**config.mk**
```make
export PLATFORM = sky130hd
export DESIGN_NAME = vfd_grid_scanner
export DESIGN_NICKNAME = d
export VERILOG_FILES = /design/src/rtl/vfd_scan_pkg.sv /design/src/rtl/vfd_scan_timebase.sv /design/src/rtl/vfd_scan_pulse.sv /design/src/rtl/vfd_scan_latch_sel.sv /design/src/rtl/vfd_grid_scanner.sv
export SDC_FILE = /design/constraint.sdc
export NUM_CORES = 1
export LEC_CHECK = 0
export BUFFER_PORTS_ARGS = -buffer_cell sky130_fd_sc_hd__buf_4
export CAP_MARGIN = 5
export CORE_MARGIN = 4
export CORE_UTILIZATION = 39
export DETAILED_ROUTE_END_ITERATION = 8
export PLACE_DENSITY = 0.82
export SYNTH_ARGS = -nofsm -noshare
export SYNTH_HDL_FRONTEND = slang
export SYNTH_SLANG_ARGS = --single-unit
```
**constraint.sdc**
```tcl
create_clock -name clk -period 2.1 [get_ports clk]
set_input_delay 0.42 -clock clk [delete_from_list [all_inputs] [get_ports clk]]
set_output_delay 0.42 -clock clk [all_outputs]
set_load 0.005 [all_outputs]
```
**src/rtl/vfd_scan_pkg.sv**
```systemverilog
package vfd_scan_pkg;
  localparam int GRID_CNT = 3;

  typedef logic [1:0] grid_code_t;

  // slot 0/1/2 -> code 1/2/3 ; bit 0 of the code is sync line 1
  function automatic grid_code_t slot_to_code(input logic [1:0] slot);
    return grid_code_t'(slot + 2'd1);
  endfunction
endpackage

```
**src/rtl/vfd_scan_timebase.sv**
```systemverilog
module vfd_scan_timebase #(
  parameter int DIM_W       = 10,
  parameter int OSC_PER_BIT = 4
) (
  input  logic             clk,
  input  logic             rst,
  input  logic             duplex_sel,
  output logic [DIM_W-1:0] pos,
  output logic [1:0]       slot,
  output logic             bit_tick
);
  localparam int DIV_W = (OSC_PER_BIT > 1) ? $clog2(OSC_PER_BIT) : 1;
  localparam logic [DIV_W-1:0] DIV_LAST = DIV_W'(OSC_PER_BIT - 1);
  localparam logic [DIM_W-1:0] POS_LAST = '1;

  logic [DIV_W-1:0] div_q;
  logic [1:0]       last_slot;

  assign bit_tick  = (div_q == DIV_LAST);
  assign last_slot = duplex_sel ? 2'd1 : 2'd2;

  always_ff @(posedge clk) begin
    if (rst) begin
      div_q <= '0;
      pos   <= '0;
      slot  <= '0;
    end else begin
      if (bit_tick) div_q <= '0;
      else          div_q <= div_q + 1'b1;
      if (bit_tick) begin
        pos <= pos + 1'b1;
        if (pos == POS_LAST) begin
          if (slot >= last_slot) slot <= '0;
          else                   slot <= slot + 2'd1;
        end
      end
    end
  end

  // bit position advances by one at each bit tick
  assert_bit_step_R1: assert property (@(posedge clk) disable iff (rst)
    bit_tick |=> pos == DIM_W'($past(pos) + 1'b1));
  // bit position holds between ticks
  assert_bit_hold_R1: assert property (@(posedge clk) disable iff (rst)
    !bit_tick |=> $stable(pos));
  // slot index never names a grid beyond the third
  assert_slot_range_R2: assert property (@(posedge clk) disable iff (rst)
    slot <= 2'd2);
endmodule

```
**src/rtl/vfd_scan_pulse.sv**
```systemverilog
module vfd_scan_pulse #(
  parameter int DIM_W      = 10,
  parameter int BLANK_BITS = 5
) (
  input  logic [DIM_W-1:0] pos,
  input  logic [1:0]       slot,
  input  logic [DIM_W-1:0] dim_val,
  output logic             seg_gate,
  output logic [2:0]       grid_on
);
  localparam int ON_END = (2 ** DIM_W) - BLANK_BITS;
  localparam logic [DIM_W:0] ON_END_V = (DIM_W + 1)'(ON_END);

  logic window;

  assign seg_gate = (pos < dim_val);
  assign window   = ({1'b0, pos} < ON_END_V);

  for (genvar g = 0; g < 3; g++) begin : g_grid
    assign grid_on[g] = window && (slot == 2'(g));
  end
endmodule

```
**src/rtl/vfd_scan_latch_sel.sv**
```systemverilog
module vfd_scan_latch_sel #(
  parameter int SEG_W = 56
) (
  input  logic [1:0]       code,
  input  logic [SEG_W-1:0] lat_g1,
  input  logic [SEG_W-1:0] lat_g2,
  input  logic [SEG_W-1:0] lat_g3,
  output logic [SEG_W-1:0] lat_out
);
  always_comb begin
    unique case (code)
      2'd1:    lat_out = lat_g1;
      2'd2:    lat_out = lat_g2;
      2'd3:    lat_out = lat_g3;
      default: lat_out = '0;
    endcase
  end
endmodule

```
**src/rtl/vfd_grid_scanner.sv**
```systemverilog
module vfd_grid_scanner
  import vfd_scan_pkg::*;
#(
  parameter int SEG_W       = 56,
  parameter int DIM_W       = 10,
  parameter int OSC_PER_BIT = 4,
  parameter int BLANK_BITS  = 5
) (
  input  logic             clk,
  input  logic             rst,
  input  logic             duplex_sel,
  input  logic             master_sel,
  input  logic [DIM_W-1:0] dim_val,
  input  logic [SEG_W-1:0] seg_data_g1,
  input  logic [SEG_W-1:0] seg_data_g2,
  input  logic [SEG_W-1:0] seg_data_g3,
  input  logic             dim_in,
  input  logic             sync_in1,
  input  logic             sync_in2,
  output logic [2:0]       grid_n,
  output logic [SEG_W-1:0] seg,
  output logic             dim_out,
  output logic             sync_out1,
  output logic             sync_out2
);
  logic [DIM_W-1:0] pos;
  logic [1:0]       slot;
  logic             bit_tick;
  logic             m_gate;
  logic [2:0]       m_grid_on;
  grid_code_t       m_code;
  grid_code_t       sel_code;
  logic [SEG_W-1:0] lat_sel;
  logic             gate;

  vfd_scan_timebase #(.DIM_W(DIM_W), .OSC_PER_BIT(OSC_PER_BIT)) u_timebase (
    .clk(clk), .rst(rst), .duplex_sel(duplex_sel),
    .pos(pos), .slot(slot), .bit_tick(bit_tick)
  );

  vfd_scan_pulse #(.DIM_W(DIM_W), .BLANK_BITS(BLANK_BITS)) u_pulse (
    .pos(pos), .slot(slot), .dim_val(dim_val),
    .seg_gate(m_gate), .grid_on(m_grid_on)
  );

  assign m_code   = slot_to_code(slot);
  assign sel_code = master_sel ? m_code : {sync_in2, sync_in1};
  assign gate     = master_sel ? m_gate : dim_in;

  vfd_scan_latch_sel #(.SEG_W(SEG_W)) u_latch_sel (
    .code(sel_code), .lat_g1(seg_data_g1), .lat_g2(seg_data_g2),
    .lat_g3(seg_data_g3), .lat_out(lat_sel)
  );

  always_ff @(posedge clk) begin
    if (rst) begin
      grid_n    <= '1;
      seg       <= '0;
      dim_out   <= 1'b0;
      sync_out1 <= 1'b0;
      sync_out2 <= 1'b0;
    end else begin
      seg <= gate ? lat_sel : '0;
      if (master_sel) begin
        grid_n    <= ~m_grid_on;
        dim_out   <= m_gate;
        sync_out1 <= m_code[0];
        sync_out2 <= m_code[1];
      end else begin
        grid_n    <= '1;
        dim_out   <= 1'b0;
        sync_out1 <= 1'b0;
        sync_out2 <= 1'b0;
      end
    end
  end

  // never two grids enabled together
  assert_one_grid_R3: assert property (@(posedge clk) disable iff (rst)
    $countones(~grid_n) <= 1);
  // slave keeps grids off and exported lines low
  assert_slave_quiet_R8: assert property (@(posedge clk) disable iff (rst)
    !master_sel |=> (grid_n == 3'b111 && !dim_out && !sync_out1 && !sync_out2));
  // in master mode, lit segments only inside the brightness pulse
  assert_seg_in_pulse_R5: assert property (@(posedge clk) disable iff (rst)
    master_sel |=> (dim_out || seg == '0));
  // master always names some grid on the sync pair
  assert_sync_named_R6: assert property (@(posedge clk) disable iff (rst)
    master_sel |=> (sync_out1 || sync_out2));
endmodule

```
==> impl_metrics.toml, run 1 <==
[outcome]
outcome = "complete, no violations"

[logic_synthesis]
avgSynthCellArea_um2 = 10.3
synth_simple_gate_area_share_pct = 7.65
ys_ff_latch = 76
synthDistinctLibCells = 44
synth_mux_area_share_pct = 14.7
synth_compound_gate_area_share_pct = 26.5
synthTopCellsByArea = "dfxtp_1, a22oi_1, mux2_2, a211oi_2, mux2_1"
syn-num-nets = 588
synth_top_cell_area_share_pct = 38.1
synth_edf_count = 0
synth_top_family_by_area = "compound AO/OA/AOI/OAI gates"
synth_fa_ha_area_share_pct = 5.02
ys_async_sr_fraction_pct = 0
yosys.area.top_type = "dfxtp_1"
seq_area_frac_synth_pct = 38.1
synth_ff_type = "dfxtp_1"
synthXorXnorAreaFrac_pct = 1.98
ys_warn_count = 0
syn-instance-count = 387
netlist_area_um2 = 3990

[sta]
period_share_pct = 95.5
fin_tns_setup_ns = 0
min_period_ns = 2.01
slew_viol_final = 0
final_hold_viol_count = 0
fmax_mhz = 499
relSlewSlack_pct = 49.8
skew_ns = 0.0151
hold_slack_ns = 0.348
worst_slew_pin_slew_ns = 0.753
finalSetupViolations = 0

[finish]
area_delta_synth_final_pct = 60.4
diodes = 0
drive_above_1_share_pct = 54.7
fillers = 792
final_nets = 827
regArea_um2 = 1520
multi_input_area_um2 = 2290

[critical_path]
critPathMaxFanout = 10
cp-end-kind = "flop"
crit_arrival_ns = 2.19
r2r_slack_ns = 0.09
critPathLaunchType = "flop"
critical_path_class = "reg -> reg"
cp.required_ns = 2.29

[pwr]
p_seq_share_pct = 43.9
switching_share_pct = 25.6
power_frac_comb_pct = 23.4
p_sw_uw = 898
ir_drop_mv = 0.406
cellInternalPower_mw = 2.60
leakagePower_nw = 2.92
power_density_nw_per_um2 = 548
clkPwrFrac_pct = 32.6

[global_route]
grt_max_degree = 57
grt_pass1_vias = 4041
grt_pass1_wl_um = 20300
grt_usage_pct = 22.0
antenna_found_initial = 0
gr-total-overflow = 0

[clocking]
clock_sinks = 76
max-clock-path-buffers = 2
tritoncts = "built"
cts_buffers = 9
htree_levels = 3
clk_latency_ns = 0.34
clock-root-buffer = "clkbuf_8"
cts_hold_buffers = 0
clkTransAtPathRegs_ns = 0.09

[routing]
drt_first_iter_violations = 172
drtAntennaViolNets = 0
viasPerCell = 5.37
wire_per_inst_um = 18.5
wirelength_um = 14200
vias = 4100
firstDrtPassIters = 4
drc_errors = 0

[floorplan]
io_pins = 247
start_util_pct = 40.4
die_w_um = 109
core_region_area_um2 = 9860
placementRows = 36
dieArea_um2 = 11900
die_y_um = 109

[worst_hold_path]
holdCritPathClass = "in -> reg"

[placement]
portBuffers = 246
place.gp.congestion = 0.859
dp_hpwl_um = 10600

[job]
max-cap-violations = 0
routing by layer:
| layer | wire length, um | track usage [%] | vias up |
|---|---|---|---|
| li1 | - | - | 1945 |
| met1 | 5270 | 24.9 | 1949 |
| met2 | 7520 | 40.6 | 188 |
| met3 | 1170 | 5.33 | 18 |
| met4 | 205 | 6.22 | 0 |
| met5 | 0 | 0 | - |
through the flow:
| step | area, um^2 | cells | total power, mW | setup slack (ns) | utilization [%] |
|---|---|---|---|---|---|
| after floorplan | 3990 | 387 | 1.90 | 0.107 | - |
| after global routing | 6400 | 764 | 3.67 | -0.0199 | 64.9 |
| after detailed placement | 6010 | 742 | 2.36 | -0.0337 | 61.0 |
| final | 6400 | 764 | 3.50 | 0.0944 | 64.9 |
| after CTS | 6280 | 760 | 3.52 | 0.00247 | 63.7 |
| after global placement | 6010 | 742 | 2.34 | -0.00454 | 61.0 |
synth_stat cells (all sizes together) (2+ instances only):
| cell type | number |
|---|---|
| nand2b | 4 |
| mux2 | 49 |
| and2 | 2 |
| buf | 25 |
| ha | 16 |
| mux2i | 3 |
| dfxtp | 76 |
| inv | 12 |
| a221oi | 8 |
| and3 | 2 |
| clkbuf | 12 |
| or2 | 2 |
| nor3 | 2 |
| nor2 | 15 |
| xnor2 | 3 |
| xor2 | 6 |
| a211oi | 49 |
| a21oi | 4 |
| nor3b | 2 |
| and4 | 3 |
| nand4 | 4 |
| a22oi | 56 |
| nand2 | 20 |
cell usage in the layout, fill, tap and decap left out, types with 2 or more instances in the layout:
cell type | synthesis | final
nor3b_1 | 2 | 2
and3_1 | 2 | 2
mux2_1 | 20 | 20
clkbuf_8 | 0 | 10
inv_1 | 12 | 11
a22oi_2 | 1 | 2
a211oi_1 | 29 | 28
nor2_1 | 15 | 13
dfxtp_1 | 76 | 74
a221oi_1 | 8 | 8
xnor2_1 | 3 | 3
buf_12 | 0 | 8
or2_2 | 1 | 2
a211oi_2 | 20 | 21
clkbuf_16 | 0 | 2
mux2_2 | 29 | 29
ha_1 | 16 | 15
and4_1 | 3 | 3
a21oi_1 | 4 | 4
dfxtp_2 | 0 | 2
a22oi_1 | 55 | 54
nand4_1 | 4 | 4
nand2_1 | 20 | 20
nand2b_1 | 4 | 4
mux2i_1 | 2 | 2
buf_4 | 4 | 253
xor2_1 | 6 | 6
and2_1 | 2 | 2
flip-flops by register name, summed over array words and instances (netlist names):
signal / flops
dim_out: 1
sync_out1: 1
grid_n: 3
seg: 56
u_timebase.pos: 10
sync_out2: 1
u_timebase.slot: 2
u_timebase.div_q: 2
timing repair:
item	CTS	global route
setup buffers	1	2
gates cloned	1	2
endpoints found under the setup margin	3	47
pin swaps	0	2
gates resized for setup	4	9
cell families after synthesis:
logic type / count (synthesis)
simple gates: 60
flops: 76
buf+inv: 49
xor+xnor: 9
mux: 52
fa+ha+maj: 16
compound gates: 125
path summary, 6_finish.rpt:
path	start	to	cells past startpoint
worst max-delay path	u_timebase.slot[0]$_SDFFE_PP0P_	seg[41]$_SDFF_PP0_	8
worst min register to register	u_timebase.div_q[0]$_SDFF_PP0_	u_timebase.div_q[0]$_SDFF_PP0_	1
worst max register to register	u_timebase.slot[0]$_SDFFE_PP0P_	seg[41]$_SDFF_PP0_	8
worst min-delay path	seg_data_g3[20]	seg[20]$_SDFF_PP0_	3
critical path, stage by stage (launching register included):
cell	delay, ns
dfxtp_2	0.33
inv_1	0.07
ha_4	0.26
mux2i_4	0.16
buf_12	0.15
bufbuf_16	0.27
mux2_1	0.33
a22oi_1	0.21
a211oi_2	0.07
power groups by stage:
stage,Sequential [mW],Clock [mW],Combinational (mW)
2_1_floorplan,1.58,0,0.321
6_report,1.54,1.14,0.821
4_1_cts,1.54,1.17,0.808
3_5_place_dp,1.57,0,0.788
5_1_grt,1.55,1.24,0.882
3_3_place_gp,1.57,0,0.766
layout make-up:
cell class / count / area share [%]
multi-input cells: 262 / 35.8
well taps: 133 / 2.60
flip-flops and latches: 76 / 23.8
repair buffers: 265 / 33.9
clock inverters: 5 / 0.939
clock buffers: 11 / 2.21
inverters: 12 / 0.704
Power figures use the tool's default switching activity.
==> inputs of run 2 (changes only) <==
- CORE_UTILIZATION: 39 -> 45
- PLACE_DENSITY: 0.82 -> 0.92
- clock period: 2.1 -> 2.58 ns (I/O delays scaled with it)
==> impl_metrics.toml, run 2 (synthesis results as in run 1) <==
[outcome]
outcome = "complete, no violations"

[critical_path]
crit_path_cell_trace = "inv_1 -> ha_1 -> mux2i_4 -> nor3_4 -> buf_12 -> a22oi_1 -> a211oi_1"
critPathMaxFanout = 27
cp-end-kind = "flop"
worstRegToRegCells = 7
cp.required_ns = 2.83
crit_arrival_ns = 2.64
worst_path_max_delay_cell = "nor3_4"
critPathLaunchType = "flop"
critical_path_class = "reg -> reg"
slowest_delay_ns = 0.72

[clocking]
clk_latency_ns = 0.34
cts_resized = 0
clock-root-buffer = "clkbuf_8"
max-clock-path-buffers = 2
tritoncts = "built"
htree_levels = 3
clkTransAtPathRegs_ns = 0.08
cts_buffers = 9
clock_sinks = 76
cts_setup_buffers = 0
cts_hold_buffers = 0

[placement]
place_ws_ns = 0.195
placed_area_um2 = 5890
dp_hpwl_um = 10300
portBuffers = 246
dp.cells = 710
place.gp.congestion = 0.835

[sta]
period_share_pct = 92.6
final_hold_viol_count = 0
slew_viol_final = 0
worst_slew_pin_slew_ns = 0.966
fin_tns_setup_ns = 0
hold_slack_ns = 0.425
relSlewSlack_pct = 35.6
setup_ws_ns = 0.190
rsz0062_at_grt = "no"
min_period_ns = 2.39
fmax_mhz = 418
finalSetupViolations = 0
skew_ns = 0.0112

[global_route]
grt_max_degree = 59
grt_pass1_vias = 4008
antenna_found_initial = 0
gr-total-overflow = 0
grt_pass1_wl_um = 19700
grt_usage_pct = 24.0

[routing]
drtAntennaViolNets = 0
wire_per_inst_um = 18.6
wirelength_um = 13500
vias = 4022
viasPerCell = 5.54
firstDrtPassIters = 5
drc_errors = 0
drt_first_iter_violations = 117

[floorplan]
die_y_um = 102
placementRows = 34
die_w_um = 102
dieArea_um2 = 10400
io_pins = 247
core_region_area_um2 = 8680
start_util_pct = 46.0

[finish]
design_area_um2 = 6080
fillers = 634
layout_commonest_cell = "buf_4"
final_cells = 726
utilization_pct = 70.1
largest_reg_flops = 56
diodes = 0
final_nets = 814
regMostFlops = "seg"
reg_top3 = "seg: 56 flops, u_timebase.pos: 10 flops, grid_n: 3 flops"
mostFrequentLayoutCells = "buf_4, dfxtp_1, a22oi_1"
area_delta_synth_final_pct = 52.4
drive_above_1_share_pct = 52.6

[job]
max-cap-violations = 0

[worst_hold_path]
holdCritPathClass = "reg -> reg"
hold_depth = 1

[pwr]
power_density_nw_per_um2 = 448
fin_total_pwr_mw = 2.73
leakagePower_nw = 2.79
ir_drop_mv = 0.289
run 2: critical path: cells and delay by family (launching register included):
family | cells | cell delay, ns
and+or+nand+nor | 1 | 0.72
muxes | 1 | 0.12
buffers and inverters | 2 | 0.38
adders and majority gates | 1 | 0.38
AOI/OAI and AO/OA | 2 | 0.32
DFF | 1 | 0.38
run 2: worst paths after layout:
kind | start | end | slack, ns
worst min-delay path | u_timebase.div_q[0]$_SDFF_PP0_ | u_timebase.div_q[0]$_SDFF_PP0_ | 0.42
worst max-delay path | u_timebase.slot[0]$_SDFFE_PP0P_ | seg[4]$_SDFF_PP0_ | 0.19
worst max register to register | u_timebase.slot[0]$_SDFFE_PP0P_ | seg[4]$_SDFF_PP0_ | 0.19
worst min register to register | u_timebase.div_q[0]$_SDFF_PP0_ | u_timebase.div_q[0]$_SDFF_PP0_ | 0.42
run 2: cell type report:
cell class	instances	area, um^2	share of cell area, %
well taps	108	135	2.22
repair buffers	252	1930	31.7
inverters	12	45.0	0.741
clock buffers	11	151	2.49
clock inverters	5	36.3	0.597
multi-input cells	262	2260	37.2
flip-flops and latches	76	1520	25.0
run 2: layer usage:
| layer | share of wire, % | global-route usage [%] |
|---|---|---|
| met4 | 1.4 | 6.76 |
| met3 | 7.1 | 5.39 |
| met5 | 0 | 0 |
| met2 | 54 | 43.7 |
| met1 | 38 | 28.1 |
run 2: power by group:
group | internal [mW] | switching, mW | leakage [nW]
Combinational | 0.380 | 0.246 | 2.08
Clock | 0.402 | 0.444 | 0.0876
Sequential | 1.23 | 0.0199 | 0.622
==> inputs of run 3 (changes only) <==
- CORE_UTILIZATION: 45 -> 43
- PLACE_DENSITY: 0.92 -> 0.81
- clock period: 2.58 -> 2.25 ns (I/O delays scaled with it)
==> impl_metrics.toml, run 3 (synthesis results as in run 1) <==
[finish]
diodes = 0
largest_reg_flops = 56
final_nets = 828
regMostFlops = "seg"
layout_commonest_cell = "buf_4"
reg_top3 = "seg: 56 flops, u_timebase.pos: 10 flops, grid_n: 3 flops"
mostFrequentLayoutCells = "buf_4, dfxtp_1, a22oi_1"
fillers = 657
final_cells = 740
area_delta_synth_final_pct = 56.7
drive_above_1_share_pct = 53.6

[floorplan]
die_w_um = 104
core_region_area_um2 = 8890
io_pins = 247
start_util_pct = 44.9
die_y_um = 104
dieArea_um2 = 10900
placementRows = 34

[global_route]
grt_pass1_vias = 4098
grt_max_degree = 57
gr-total-overflow = 0
grt_usage_pct = 24.5
grt_pass1_wl_um = 21600
antenna_found_initial = 0

[sta]
fin_tns_setup_ns = 0
fmax_mhz = 466
min_period_ns = 2.15
finalSetupViolations = 0
slew_viol_final = 0
period_share_pct = 95.3
relSlewSlack_pct = 52.2
rsz0062_at_grt = "no"
final_hold_viol_count = 0
worst_slew_pin_slew_ns = 0.717
skew_ns = 0.0113

[placement]
place.gp.congestion = 0.877
dp.cells = 721
portBuffers = 246
dp_hpwl_um = 10700

[pwr]
power_density_nw_per_um2 = 530
leakagePower_nw = 2.88
ir_drop_mv = 0.278

[critical_path]
critical_path_class = "reg -> reg"
crit_arrival_ns = 2.37
cp_top_family = "multiplexers"
worst_path_max_delay_cell = "mux2_1"
slowest_delay_ns = 0.38
cp-end-kind = "flop"
crit_path_cell_trace = "inv_1 -> ha_1 -> mux2i_4 -> buf_8 -> mux2_1 -> a22oi_1 -> a211oi_2"
critPathLaunchType = "flop"
critPathMaxFanout = 32
cp.required_ns = 2.47
critPathBufInv = 2

[job]
max-cap-violations = 0

[routing]
drtAntennaViolNets = 0
drt_first_iter_violations = 151
wl_met2_um = 7340
vias = 4088
highest_layer = "met4"
wl_met1_um = 5560
drc_errors = 0
firstDrtPassIters = 4
wire_per_inst_um = 19.1
viasPerCell = 5.52
wirelength_um = 14100
wl_met3_um = 846

[outcome]
outcome = "complete, no violations"

[clocking]
max-clock-path-buffers = 2
clock-root-buffer = "clkbuf_8"
cts_buffers = 9
tritoncts = "built"
clock_sinks = 76
clk_latency_ns = 0.34
clkTransAtPathRegs_ns = 0.08
htree_levels = 3

[worst_hold_path]
holdCritPathClass = "in -> reg"
[run 3: cell count changes in the layout (fill, tap and decap cells not counted), moves of 2 or more]
cell / change
buf_8: +2
clkinvlp_4: -3
buf_4: +9
bufinv_16: +2
clkinv_2: +2
[run 3: per-stage QoR]
stage / area, um^2 / power (mW) / util, % / hold WS, ns / setup slack, ns
3_3_place_gp: 5970 / 2.17 / 67.2 / 0.413 / 0.0669
3_5_place_dp: 5970 / 2.19 / 67.2 / 0.427 / 0.0148
6_report: 6250 / 3.31 / 70.3 / 0.380 / 0.105
5_1_grt: 6250 / 3.46 / 70.3 / 0.377 / 0.00227
2_1_floorplan: 3990 / 1.77 / - / 0.404 / 0.257
4_1_cts: 6190 / 3.32 / 69.7 / 0.363 / 0.00181
[run 3: routing by layer]
layer | global-route usage (%) | up-vias
li1 | - | 1954
met1 | 29.0 | 1931
met2 | 42.5 | 174
met3 | 6.02 | 29
met4 | 9.21 | 0
met5 | 0 | -
[run 3: power breakdown]
part	leakage, nW	internal [mW]	switching [mW]
Combinational	2.15	0.447	0.290
Clock	0.113	0.650	0.489
Sequential	0.622	1.41	0.0223
[run 3: timing repair]
item	CTS	global route
endpoints found under the hold margin	0	0
setup endpoints to repair	1	39
pin swaps	0	1
hold buffers	0	0
cloned	0	1
buffers inserted	0	2
gates resized for setup	1	6
[run 3: final timing paths]
check                                                       to                             from  slack (ns)  cells past startpoint
worst max register to register              seg[40]$_SDFF_PP0_  u_timebase.slot[0]$_SDFFE_PP0P_        0.10                      7
worst min register to register  u_timebase.div_q[0]$_SDFF_PP0_   u_timebase.div_q[0]$_SDFF_PP0_        0.44                      1
worst max-delay path                        seg[40]$_SDFF_PP0_  u_timebase.slot[0]$_SDFFE_PP0P_        0.10                      7
worst min-delay path                        seg[42]$_SDFF_PP0_                  seg_data_g3[42]        0.38                      3
[run 3: layout make-up]
cell class                      instances  area, um^2  share of cell area, %
Clock inverter                          5        75.1                   1.20
Inverter                               12        45.0                  0.720
Sequential cell                        76        1520                   24.3
Clock buffer                           11         141                   2.26
Multi-Input combinational cell        263        2280                   36.4
Tap cell                              108         135                   2.16
Timing Repair Buffer                  265        2060                   32.9
[run 3: tightest hold or removal path: stages]
cell and delay (ns):
buf_4 0.11, nand2_1 0.05, a221oi_1 0.06
